--- src/rtl/cache_pkg.sv ---
// Shared types for the two-way read cache.
package cache_pkg;
    // Controller phases: waiting, tag compare, waiting for next level.
    typedef enum logic [1:0] {
        ST_IDLE = 2'd0,
        ST_LOOK = 2'd1,
        ST_FILL = 2'd2
    } ctrl_state_t;
endpackage

--- src/rtl/cache_way_store.sv ---
// One way of the cache: a valid bit, a tag and a data word per set.
// Assumes the read set stays stable for the whole compare cycle. A write
// takes effect at the clock edge and is visible to the next read.
module cache_way_store #(
    parameter int TAG_W  = 28,
    parameter int DATA_W = 32,
    parameter int SET_W  = 2
) (
    input  logic              clk,
    input  logic              rst_n,
    input  logic [SET_W-1:0]  rd_set,
    input  logic [TAG_W-1:0]  rd_tag,
    output logic              rd_hit,
    output logic              rd_valid,
    output logic [DATA_W-1:0] rd_data,
    input  logic              wr_en,
    input  logic [SET_W-1:0]  wr_set,
    input  logic [TAG_W-1:0]  wr_tag,
    input  logic [DATA_W-1:0] wr_data
);
    localparam int SETS = 1 << SET_W;

    logic [SETS-1:0]   valid_q;
    logic [TAG_W-1:0]  tag_q  [SETS];
    logic [DATA_W-1:0] data_q [SETS];

    // Valid bits: cleared by reset, set by a fill.
    always_ff @(posedge clk) begin
        if (!rst_n) begin
            valid_q <= '0;
        end else if (wr_en) begin
            valid_q[wr_set] <= 1'b1;
        end
    end

    // Tag and data storage: written on a fill, never reset.
    always_ff @(posedge clk) begin
        if (wr_en) begin
            tag_q[wr_set]  <= wr_tag;
            data_q[wr_set] <= wr_data;
        end
    end

    // Read port: compare the stored tag of the addressed set.
    always_comb begin
        rd_valid = valid_q[rd_set];
        rd_hit   = valid_q[rd_set] && (tag_q[rd_set] == rd_tag);
        rd_data  = data_q[rd_set];
    end
endmodule

--- src/rtl/cache_lru_sel.sv ---
// Per-set use bit and victim choice for a two-way cache.
// The use bit names the less recently used way. The victim is an invalid
// way if one exists (way 0 first), otherwise the way named by the use bit.
module cache_lru_sel #(
    parameter int SET_W = 2
) (
    input  logic             clk,
    input  logic             rst_n,
    input  logic [SET_W-1:0] set_idx,
    input  logic [1:0]       way_valid,
    input  logic             touch_en,
    input  logic             touch_way,
    input  logic             fill_en,
    input  logic             fill_way,
    output logic             victim_way
);
    localparam int SETS = 1 << SET_W;

    logic [SETS-1:0] use_q;

    // Use bit update: the touched way becomes most recent.
    always_ff @(posedge clk) begin
        if (!rst_n) begin
            use_q <= '0;
        end else if (touch_en) begin
            use_q[set_idx] <= ~touch_way;
        end
    end

    // Victim choice: prefer an empty way, else the older one.
    always_comb begin
        if (!way_valid[0]) begin
            victim_way = 1'b0;
        end else if (!way_valid[1]) begin
            victim_way = 1'b1;
        end else begin
            victim_way = use_q[set_idx];
        end
    end

    // a fill never overwrites a valid line while the set has a free way.
    p_no_evict_valid_r5: assert property (@(posedge clk) disable iff (!rst_n)
        (fill_en && !(&way_valid)) |-> !way_valid[fill_way]);

    // after a touch of a set, that set's use bit points away from the touched way.
    p_use_follows_touch_r6: assert property (@(posedge clk) disable iff (!rst_n)
        touch_en |=> (use_q[$past(set_idx)] != $past(touch_way)));
endmodule

--- src/rtl/cache_ctrl.sv ---
// Request sequencer for the read cache.
// It accepts one load while idle and compares tags in the next cycle. On a
// miss it holds a next-level request until ready, and it produces a one-cycle
// response. It also counts hits and misses.
// Assumes mem_ready is only asserted while mem_req is high.
module cache_ctrl
    import cache_pkg::*;
#(
    parameter int ADDR_W = 32,
    parameter int DATA_W = 32,
    parameter int OFF_W  = 2,
    parameter int CNT_W  = 16
) (
    input  logic                clk,
    input  logic                rst_n,
    input  logic                req_valid,
    input  logic [ADDR_W-1:0]   req_addr,
    output logic                req_ready,
    output logic [ADDR_W-OFF_W-1:0] word_addr,
    input  logic                hit_any,
    input  logic                hit_way,
    input  logic [DATA_W-1:0]   hit_data,
    input  logic                victim_way,
    output logic                fill_en,
    output logic                fill_way,
    output logic                touch_en,
    output logic                touch_way,
    output logic                resp_valid,
    output logic                resp_hit,
    output logic [DATA_W-1:0]   resp_data,
    output logic                mem_req,
    output logic [ADDR_W-1:0]   mem_addr,
    input  logic                mem_ready,
    input  logic [DATA_W-1:0]   mem_data,
    output logic [CNT_W-1:0]    hit_count,
    output logic [CNT_W-1:0]    miss_count
);
    ctrl_state_t state_q;

    // Sequencer, response register and counters.
    always_ff @(posedge clk) begin
        if (!rst_n) begin
            state_q    <= ST_IDLE;
            word_addr  <= '0;
            resp_valid <= 1'b0;
            resp_hit   <= 1'b0;
            resp_data  <= '0;
            hit_count  <= '0;
            miss_count <= '0;
        end else begin
            resp_valid <= 1'b0;
            case (state_q)
                ST_IDLE: begin
                    if (req_valid) begin
                        word_addr <= req_addr[ADDR_W-1:OFF_W];
                        state_q   <= ST_LOOK;
                    end
                end
                ST_LOOK: begin
                    if (hit_any) begin
                        resp_valid <= 1'b1;
                        resp_hit   <= 1'b1;
                        resp_data  <= hit_data;
                        hit_count  <= hit_count + 1'b1;
                        state_q    <= ST_IDLE;
                    end else begin
                        miss_count <= miss_count + 1'b1;
                        state_q    <= ST_FILL;
                    end
                end
                ST_FILL: begin
                    if (mem_ready) begin
                        resp_valid <= 1'b1;
                        resp_hit   <= 1'b0;
                        resp_data  <= mem_data;
                        state_q    <= ST_IDLE;
                    end
                end
                default: state_q <= ST_IDLE;
            endcase
        end
    end

    // Handshake and array control derived from the phase.
    always_comb begin
        req_ready = (state_q == ST_IDLE);
        mem_req   = (state_q == ST_FILL);
        mem_addr  = {word_addr, {OFF_W{1'b0}}};
        fill_en   = (state_q == ST_FILL) && mem_ready;
        fill_way  = victim_way;
        touch_en  = ((state_q == ST_LOOK) && hit_any) || fill_en;
        touch_way = fill_en ? victim_way : hit_way;
    end

    // no load is accepted while the next level is being waited on.
    p_busy_not_ready_r8: assert property (@(posedge clk) disable iff (!rst_n)
        mem_req |-> !req_ready);

    // a pending next-level request holds with a stable address until ready.
    p_mem_hold_r3: assert property (@(posedge clk) disable iff (!rst_n)
        (mem_req && !mem_ready) |=> (mem_req && $stable(mem_addr)));

    // the fill word is returned as a miss in the following cycle.
    p_fill_resp_r3: assert property (@(posedge clk) disable iff (!rst_n)
        (mem_req && mem_ready) |=> (resp_valid && !resp_hit && resp_data == $past(mem_data)));

    // the response is a single-cycle pulse.
    p_resp_pulse_r4: assert property (@(posedge clk) disable iff (!rst_n)
        resp_valid |=> !resp_valid);

    // a hit response comes with exactly one hit count.
    p_hit_count_r10: assert property (@(posedge clk) disable iff (!rst_n)
        (resp_valid && resp_hit) |-> (hit_count == $past(hit_count) + 1'b1));
endmodule

--- src/rtl/lru2_cache.sv ---
// Two-way set-associative read cache with one-word lines and single-bit LRU.
// Two way stores are compared in parallel, a use-bit unit picks the victim,
// and a sequencer handles the load and next-level handshakes.
// Assumes the next level answers each request exactly once.
module lru2_cache #(
    parameter int ADDR_W = 32,
    parameter int DATA_W = 32,
    parameter int OFF_W  = 2,
    parameter int SET_W  = 2,
    parameter int CNT_W  = 16
) (
    input  logic              clk,
    input  logic              rst_n,
    input  logic              req_valid,
    input  logic [ADDR_W-1:0] req_addr,
    output logic              req_ready,
    output logic              resp_valid,
    output logic              resp_hit,
    output logic [DATA_W-1:0] resp_data,
    output logic              mem_req,
    output logic [ADDR_W-1:0] mem_addr,
    input  logic              mem_ready,
    input  logic [DATA_W-1:0] mem_data,
    output logic [CNT_W-1:0]  hit_count,
    output logic [CNT_W-1:0]  miss_count
);
    localparam int WORD_W = ADDR_W - OFF_W;
    localparam int TAG_W  = WORD_W - SET_W;
    localparam int WAYS   = 2;

    logic [WORD_W-1:0] word_addr;
    logic [SET_W-1:0]  set_idx;
    logic [TAG_W-1:0]  tag_val;
    logic [WAYS-1:0]   way_hit;
    logic [WAYS-1:0]   way_valid;
    logic [DATA_W-1:0] way_data [WAYS];
    logic              hit_any;
    logic              hit_way;
    logic [DATA_W-1:0] hit_data;
    logic              victim_way;
    logic              fill_en;
    logic              fill_way;
    logic              touch_en;
    logic              touch_way;

    // Index and tag of the load under lookup.
    always_comb begin
        set_idx = word_addr[SET_W-1:0];
        tag_val = word_addr[WORD_W-1:SET_W];
    end

    for (genvar w = 0; w < WAYS; w++) begin : g_way
        cache_way_store #(
            .TAG_W (TAG_W),
            .DATA_W(DATA_W),
            .SET_W (SET_W)
        ) u_store (
            .clk     (clk),
            .rst_n   (rst_n),
            .rd_set  (set_idx),
            .rd_tag  (tag_val),
            .rd_hit  (way_hit[w]),
            .rd_valid(way_valid[w]),
            .rd_data (way_data[w]),
            .wr_en   (fill_en && (fill_way == w[0])),
            .wr_set  (set_idx),
            .wr_tag  (tag_val),
            .wr_data (mem_data)
        );
    end

    // Combine the way compares into one hit and one data word.
    always_comb begin
        hit_any  = |way_hit;
        hit_way  = way_hit[1];
        hit_data = way_hit[1] ? way_data[1] : way_data[0];
    end

    cache_lru_sel #(
        .SET_W(SET_W)
    ) u_lru (
        .clk       (clk),
        .rst_n     (rst_n),
        .set_idx   (set_idx),
        .way_valid (way_valid),
        .touch_en  (touch_en),
        .touch_way (touch_way),
        .fill_en   (fill_en),
        .fill_way  (fill_way),
        .victim_way(victim_way)
    );

    cache_ctrl #(
        .ADDR_W(ADDR_W),
        .DATA_W(DATA_W),
        .OFF_W (OFF_W),
        .CNT_W (CNT_W)
    ) u_ctrl (
        .clk       (clk),
        .rst_n     (rst_n),
        .req_valid (req_valid),
        .req_addr  (req_addr),
        .req_ready (req_ready),
        .word_addr (word_addr),
        .hit_any   (hit_any),
        .hit_way   (hit_way),
        .hit_data  (hit_data),
        .victim_way(victim_way),
        .fill_en   (fill_en),
        .fill_way  (fill_way),
        .touch_en  (touch_en),
        .touch_way (touch_way),
        .resp_valid(resp_valid),
        .resp_hit  (resp_hit),
        .resp_data (resp_data),
        .mem_req   (mem_req),
        .mem_addr  (mem_addr),
        .mem_ready (mem_ready),
        .mem_data  (mem_data),
        .hit_count (hit_count),
        .miss_count(miss_count)
    );

    // the two way stores never both claim the same lookup.
    p_single_hit_r2: assert property (@(posedge clk) disable iff (!rst_n)
        $onehot0(way_hit));
endmodule

--- config.mk ---
export PLATFORM = sky130hd
export DESIGN_NAME = lru2_cache
export DESIGN_NICKNAME = d
export VERILOG_FILES = /design/src/rtl/cache_pkg.sv /design/src/rtl/cache_way_store.sv /design/src/rtl/cache_lru_sel.sv /design/src/rtl/cache_ctrl.sv /design/src/rtl/lru2_cache.sv
export SDC_FILE = /design/constraint.sdc
export NUM_CORES = 1
export LEC_CHECK = 0
export BUFFER_PORTS_ARGS = -buffer_cell sky130_fd_sc_hd__buf_4
export CELL_PAD_IN_SITES_DETAIL_PLACEMENT = 1
export CELL_PAD_IN_SITES_GLOBAL_PLACEMENT = 1
export CORE_MARGIN = 2
export CORE_UTILIZATION = 52
export DETAILED_ROUTE_END_ITERATION = 12
export PLACE_DENSITY = 0.92
export SLEW_MARGIN = 20
export SYNTH_ARGS = -nofsm -noshare
export SYNTH_HDL_FRONTEND = slang
export SYNTH_HIERARCHICAL = 1
export SYNTH_SLANG_ARGS = --single-unit
--- constraint.sdc ---
create_clock -name clk -period 8.6 [get_ports clk]
set_clock_uncertainty 0.2 [all_clocks]
set_input_delay 0.43 -clock clk [delete_from_list [all_inputs] [get_ports clk]]
set_output_delay 0.43 -clock clk [all_outputs]
set_load 0.02 [all_outputs]
==> results of run 1 <==
==> registers in the layout (all words and copies together), names as in the netlist <==
register / flops
g_way.u_store/data_q: 256
g_way.u_store/valid_q: 8
u_ctrl/word_addr: 30
g_way.u_store/tag_q: 224
u_ctrl/resp_valid: 1
u_ctrl/state_q: 2
u_ctrl/miss_count: 16
u_ctrl/resp_hit: 1
u_lru/use_q: 4
u_ctrl/hit_count: 16
u_ctrl/resp_data: 32
==> Yosys cell counts (8+ instances only) <==
library cell and n:
a211oi_1 34, a21oi_1 46, buf_2 21, buf_4 39, buf_6 9, clkbuf_1 25, dfxtp_1 110, edfxtp_1 480
inv_1 10, mux2_2 9, mux2_4 30, mux2i_1 83, mux4_2 98, nand2_1 82, nand3_1 16, nand4_1 14
nor2_1 66, o21a_1 8, o21ai_0 14, xnor2_1 12, xor2_1 52
==> metal layers <==
metal / wire [um] / up-vias / track usage / part of all wire
li1: - / 5766 / - / -
met1: 24600 / 7276 / 0.344 / 0.37
met2: 34800 / 655 / 0.498 / 0.53
met3: 4060 / 143 / 0.0473 / 0.062
met4: 2280 / 2 / 0.104 / 0.035
met5: 14 / - / 0 / 0.00021
==> area by class of cell <==
class                   count  area share
clock inverters            36      0.0153
flip-flops and latches    590       0.594
well taps                 600      0.0268
repair buffers            250      0.0737
multi-input cells         673       0.232
inverters                  11     0.00152
clock buffers              72      0.0563
==> worst register-to-register path, stage by stage (launching register included) <==
cell and delay [ps]:
dfxtp_4 910, buf_4 700, buf_4 910, mux2i_1 390
mux2i_1 260, o21ai_0 140, or4_1 560, nor4_2 380
or2_1 330, nor2b_1 260, nor3b_4 230, buf_4 600
nor2_1 210, a211oi_1 400
==> where the power goes <==
part	leakage (nW)	internal (mW)	switching [mW]
Clock	0.990	1.55	1.16
Sequential	5.26	3.14	0.0774
Combinational	3.25	0.247	0.317
==> worst min path at each step <==
stage,start,to,slack [ps],cells after the start
floorplan,g_way[0].u_store/valid_q[2]$_SDFFE_PN0P_,g_way[0].u_store/valid_q[2]$_SDFFE_PN0P_,240,1
global placement,g_way[0].u_store/valid_q[2]$_SDFFE_PN0P_,g_way[0].u_store/valid_q[2]$_SDFFE_PN0P_,240,1
detailed placement,g_way[1].u_store/valid_q[1]$_SDFFE_PN0P_,g_way[1].u_store/valid_q[1]$_SDFFE_PN0P_,250,1
CTS,req_valid,u_ctrl/state_q[0]$_SDFFE_PN0P_,120,4
global route,req_valid,u_ctrl/state_q[0]$_SDFFE_PN0P_,130,4
finish,req_valid,u_ctrl/state_q[0]$_SDFFE_PN0P_,130,4
==> cells by family after synthesis <==
logic type                 after synthesis  share of synthesized area
AOI/OAI and AO/OA                      138                     0.0390
xor gates and xnor gates                64                     0.0236
adders and majority gates                5                    0.00263
buffers and inverters                  114                     0.0306
DFF                                    590                      0.698
muxes                                  224                      0.155
other                                    1                   0.000158
and+or+nand+nor                        240                     0.0505
==> metrics.md, run 1 <==
| Metric | Value |
|---|---|
| Slew @ Worst Pin | 1090 ps |
| Drt drc | 0 |
| Worst slack on hold paths | 126 ps |
| Clock latency at the later pin of the worst-skew pair | 630 ps |
| Yosys Warn Count | 6 |
| Overall Global Routing Usage | 0.280 |
| Max cap viols | 0 |
| Hold Crit Class | in -> reg |
| RSZ-0062 raised after global routing | no |
| Crit path cell chain | buf_4 -> buf_4 -> mux2i_1 -> mux2i_1 -> o21ai_0 -> or4_1 -> nor4_2 -> or2_1 -> nor2b_1 -> nor3b_4 -> buf_4 -> nor2_1 -> a211oi_1 |
| Vias/cell | 6.20 |
| Post-DP Area | 0.0253 mm^2 |
| Pwr dens | 232 mW/mm^2 |
| Worst-path fanout max | 64 |
| VDD IR max | 188 uV |
| Port-buffer cells | 163 |
| Min Tclk post-route | 6610 ps |
| Number of fill cells in the layout | 4025 |
| RR Startpoint | u_ctrl/word_addr[0]$_SDFFE_PN0P_ |
| Global route overflow | 0 |
| Leak Pwr | 9.50 nW |
| # rows | 78 |
| Total wire length | 65800 um |
| Footprint of the multi-input gates | 0.00650 mm^2 |
| Ant diodes | 0 |
| Critical Path End Type | flop |
| Top post-synthesis cells by area | edfxtp_1 (61%), mux4_2 (9.3%), dfxtp_1 (9.3%) |
| Post-place setup slack | 2400 ps |
| Fin Setup TNS | 0 ps |
| Top cell type's share of synthesized area | 0.606 |
| Commonest cells after routing, fill and taps aside | edfxtp_1 (480), buf_4 (184), dfxtp_1 (108), mux4_2 (98), mux2i_1 (83) |
| Slowest CP cell | dfxtp_4 |
| Worst slew margin | 0.272 |
| Sequential Area | 0.0166 mm^2 |
| Number of library cell types mapped by synthesis | 67 |
| CTS Root Cell | clkbuf_16 |
| Non-filler cells, final | 2232 |
| Core Region | 0.0453 mm^2 |
| Post-detail-place hpwl | 33100 um |
| Iter 0 DRT Violations | 1407 |
| Leading area contributor after synthesis | edfxtp_1 |
| Reg-to-reg endpoint | u_ctrl/resp_data[31]$_SDFFE_PN0P_ |
| Post-CTS Setup Bufs | 0 |
| Critical Path Max Stage Delay | 910 ps |
| Crit path launch | u_ctrl/word_addr[0]$_SDFFE_PN0P_ |
| Critical Path Start Type | flop |
| CTS buffer count | 58 |
| Net count, final | 1657 |
| Post-route cell area | 0.0280 mm^2 |
| Register area share after synthesis | 0.698 |
| Asr flop ratio synth | 0 |
| Share of layout cells above drive strength 1 | 0.273 |
| Critical Path AT | 6900 ps |
| Final setup violation count | 0 |
| Die area | 0.0475 mm^2 |
| Crit path to | u_ctrl/resp_data[31]$_SDFFE_PN0P_ |
| Antenna Nets Post-Route | 0 |
| Placed cell count | 2059 |
| CTS max path bufs | 3 |
| Vias | 13800 |
| Pins over their slew limit | 0 |
| Crit path kind | reg -> reg |
| FF-to-FF path depth | 13 |
| Initial core utilization | 0.525 |
| Die W | 218 um |
| Final worst slack | 1990 ps |
| Clk slew on worst S/H paths | 70 ps |
| Syn Inst Count | 1376 |
| Reg2Reg Setup Slack | 1990 ps |
| CTS H-tree lvls | 2 |
| Mapped Area | 0.0238 mm^2 |
| Critical Path RT | 8890 ps |
| Crit path max-delay family | buffers and inverters |
| First-pass GRT wire length | 98100 um |
| Hold Violations, Final | 0 |
| TritonRoute pass-1 iters | 5 |
| Ys flop type | edfxtp_1 |
| Most common cell after layout, fill and taps aside | edfxtp_1 |
| Largest net degree at the start of global routing | 85 |
| TritonCTS clock tree | yes |
| IO Count | 168 |
| CTS Sinks | 590 |
| Number of synthesized flops with an enable pin | 480 |
| #FFs+latches synth | 590 |
| Final period util | 0.769 |
| Drt wl/cell | 29.5 um |
| RD Place Congestion | 0.784 |
| CTS Hold Buffers Added | 64 |
| Vias in the first global route | 14900 |
| Fmax | 151 MHz |
| Post-CTS resize count | 0 |
| WP depth | 13 |
| CP bufs+invs | 3 |
| Avg Cell Area, Syn | 17.3 um^2 |
| Total power | 6.49 mW |
| Die Y | 218 um |
| Most frequent CP cell | buf_4 |
| Initial antenna violation count | 1 |
| Synth-to-Final Area Change | 17.6% |
| Status | complete, no violations |
| Core Util, Final | 0.618 |
Note: power is estimated with default switching activity, not from simulation.
==> inputs of run 2 (changes only) <==
- CORE_UTILIZATION: 52 -> 47
- PLACE_DENSITY: 0.92 -> 0.88
- clock period: 8.6 -> 5.7 ns (I/O delays scaled with it)
==> run 2 against run 1 <==
- combinational power rose by 48%
- setup slack lost 1200 ps
- hold slack improved by 130 ps
- final area is 1.2% higher
- final cell count grew 3.9%
- clock-buffer cell count grew 12
==> metrics.md, run 2 (synthesis results as in run 1) <==
| Metric | Value |
|---|---|
| Critical Path Start Type | flop |
| Leak Pwr | 9.61 nW (+1.1%) |
| Die area | 0.0524 mm^2 (+10%) |
| Hold Crit Class | in -> reg |
| Switching pwr | 2.26 mW (+46%) |
| Critical Path AT | 5160 ps (-1740 ps) |
| CTS Hold Buffers Added | 65 (+1.6%) |
| Share of layout cells above drive strength 1 | 0.274 (+0.00177) |
| RSZ-0062 raised after global routing | no |
| Iter 0 DRT Violations | 1064 (-24%) |
| Combinational power share | 0.084 (-0.003) |
| M3 GR Usage | 0.0472 (-0.0000941) |
| Global routing's busiest layer | met2 |
| Fin Setup TNS | 0 ps (unchanged) |
| Post-detail-place hpwl | 34000 um (+2.6%) |
| CTS Sinks | 590 (unchanged) |
| CTS max path bufs | 3 (unchanged) |
| Critical Path RT | 5990 ps (-2900 ps) |
| Final setup violation count | 0 (unchanged) |
| Pwr dens | 351 mW/mm^2 (+51%) |
| Pins over their slew limit | 0 (unchanged) |
| Min Tclk post-route | 4860 ps (-1750 ps) |
| Commonest cells after routing, fill and taps aside | edfxtp_1 (480), buf_4 (191), dfxtp_1 (108), mux4_2 (98), mux2i_1 (83) |
| Total power | 9.94 mW (+53%) |
| Sw Share | 0.228 (-0.0115) |
| Final period util | 0.853 (+0.0843) |
| Largest registers | g_way.u_store/data_q (256), g_way.u_store/tag_q (224), u_ctrl/resp_data (32) |
| IO Count | 168 (unchanged) |
| Synth-to-Final Area Change | 19.0% |
| TritonCTS clock tree | yes |
| Vias in the first global route | 14900 (-0.37%) |
| Post-CTS resize count | 0 (unchanged) |
| CTS buffer count | 60 (+3.4%) |
| Fmax | 206 MHz (+36%) |
| Status | complete, no violations |
| Core Region | 0.0501 mm^2 (+11%) |
| Initial core utilization | 0.475 (-0.0502) |
| Antenna Nets Post-Route | 0 (unchanged) |
| Initial antenna violation count | 0 (-1) |
| Drt wl/cell | 26.2 um (-11%) |
| Critical Path End Type | flop |
| WHS Path Cells | 2 (-2) |
| Vias | 13600 (-2.0%) |
| Slowest CP cell | or4b_2 |
| FF-to-FF path depth | 12 (-1) |
| TritonRoute pass-1 iters | 5 (unchanged) |
| Sequential Power Share | 0.489 (-0.007) |
| Ant diodes | 0 (unchanged) |
| Die W | 229 um (+5.1%) |
| Crit path kind | reg -> reg |
| CTS Root Cell | clkbuf_16 |
| Total wire length | 60700 um (-7.7%) |
| Clock power frac | 0.427 (+0.010) |
| Met1 usage | 0.296 (-0.0478) |
| Vias/cell | 5.85 (-5.6%) |
| Drt drc | 0 (unchanged) |
| Global route overflow | 0 (unchanged) |
| Most flops, register | g_way.u_store/data_q |
| Grt met2 use | 0.398 (-0.101) |
| Clk slew on worst S/H paths | 70 ps (about the same) |
| Port-buffer cells | 163 (unchanged) |
| # rows | 82 (+5.1%) |
| Post-CTS Setup Bufs | 0 (unchanged) |
| Largest net degree at the start of global routing | 65 (-24%) |
| Slew @ Worst Pin | 846 ps (-243 ps) |
| Crit path cell chain | buf_4 -> mux2i_1 -> o2bb2ai_1 -> or4b_2 -> a2bb2oi_1 -> nor4_2 -> or2_1 -> nor2b_1 -> nor3b_4 -> buf_12 -> nor2_1 -> a211oi_1 |
| Most common cell after layout, fill and taps aside | edfxtp_1 |
| RD Place Congestion | 0.768 (-2.1%) |
| Die Y | 229 um (+5.1%) |
| Internal Power | 7.68 mW (+55%) |
| Critical Path Max Stage Delay | 670 ps (-240 ps) |
| Worst slew margin | 0.436 (+0.164) |
| Max cap viols | 0 (unchanged) |
| Max FFs per register | 256 (unchanged) |
| Overall Global Routing Usage | 0.232 (-0.0485) |
| First-pass GRT wire length | 92500 um (-5.8%) |
| Net count, final | 1670 (+0.78%) |
| VDD IR max | 270 uV (+44%) |
| Worst-path fanout max | 64 (unchanged) |
| CTS H-tree lvls | 2 (unchanged) |
| Clock latency at the later pin of the worst-skew pair | 630 ps (about the same) |
| Hold Violations, Final | 0 (unchanged) |
-- run 2: cell types whose count changed in the layout (fill, tap and decap cells not counted), sizes merged --
| cell | before | now |
|---|---|---|
| buf | 186 | 196 |
| bufinv | 8 | 10 |
| clkbuf | 72 | 84 |
| clkinv | 20 | 14 |
| dlygate4sd3 | 64 | 65 |
| inv | 17 | 13 |
-- run 2: worst paths after layout --
path / slack, ps / start / endpoint
max: 840 / u_ctrl/word_addr[0]$_SDFFE_PN0P_ / u_ctrl/resp_data[19]$_SDFFE_PN0P_
min: 260 / mem_data[16] / g_way[1].u_store/data_q[3][16]$_DFFE_PP_
max reg2reg: 840 / u_ctrl/word_addr[0]$_SDFFE_PN0P_ / u_ctrl/resp_data[19]$_SDFFE_PN0P_
min reg2reg: 280 / g_way[1].u_store/valid_q[2]$_SDFFE_PN0P_ / g_way[1].u_store/valid_q[2]$_SDFFE_PN0P_
-- run 2: critical path, delay by kind of cell, from the launching register on --
family                 cells  cell delay (ps)
AO/OA/AOI/OAI              3              620
buffers and inverters      2              870
flip-flops                 1              650
multiplexers               1              420
AND/OR/NAND/NOR            6             1920
-- run 2: per-stage QoR --
| step | worst slack [ps] | instance area [um^2] | util | std cells | hold slack [ps] |
|---|---|---|---|---|---|
| detailed placement | 931 | 25500 | 0.510 | 2142 | 253 |
| global route | 606 | 28300 | 0.566 | 2319 | 260 |
| global placement | 1250 | 25500 | 0.510 | 2142 | 242 |
| finish | 838 | 28300 | 0.566 | 2319 | 257 |
| CTS | 847 | 28300 | 0.566 | 2319 | 235 |
| floorplan | 323 | 23800 | - | 1377 | 184 |
-- run 2: cell type report --
cell class | instances | area [um^2]
fill | 4619 | 21700
tap | 672 | 841
inverter | 11 | 42.5
sequential | 590 | 16600
clock inverter | 28 | 409
clock buffer | 84 | 1720
multi-input combinational | 673 | 6510
timing repair buffer | 261 | 2180
-- run 2: power groups by stage --
stage          combinational, mW  sequential (mW)  clock [mW]
2_1_floorplan              0.499             4.93           0
3_3_place_gp               0.742             4.93           0
3_5_place_dp               0.784             4.94           0
4_1_cts                    0.832             4.85        4.27
5_1_grt                    0.894             4.87        4.44
6_report                   0.839             4.86        4.24
-- run 2: per-layer routing --
metal  vias to the layer above  part of all wire
met5                         -                 0
met2                       597              0.51
li1                       5787                 -
met4                         0             0.027
met1                      7061              0.40
met3                       126             0.069
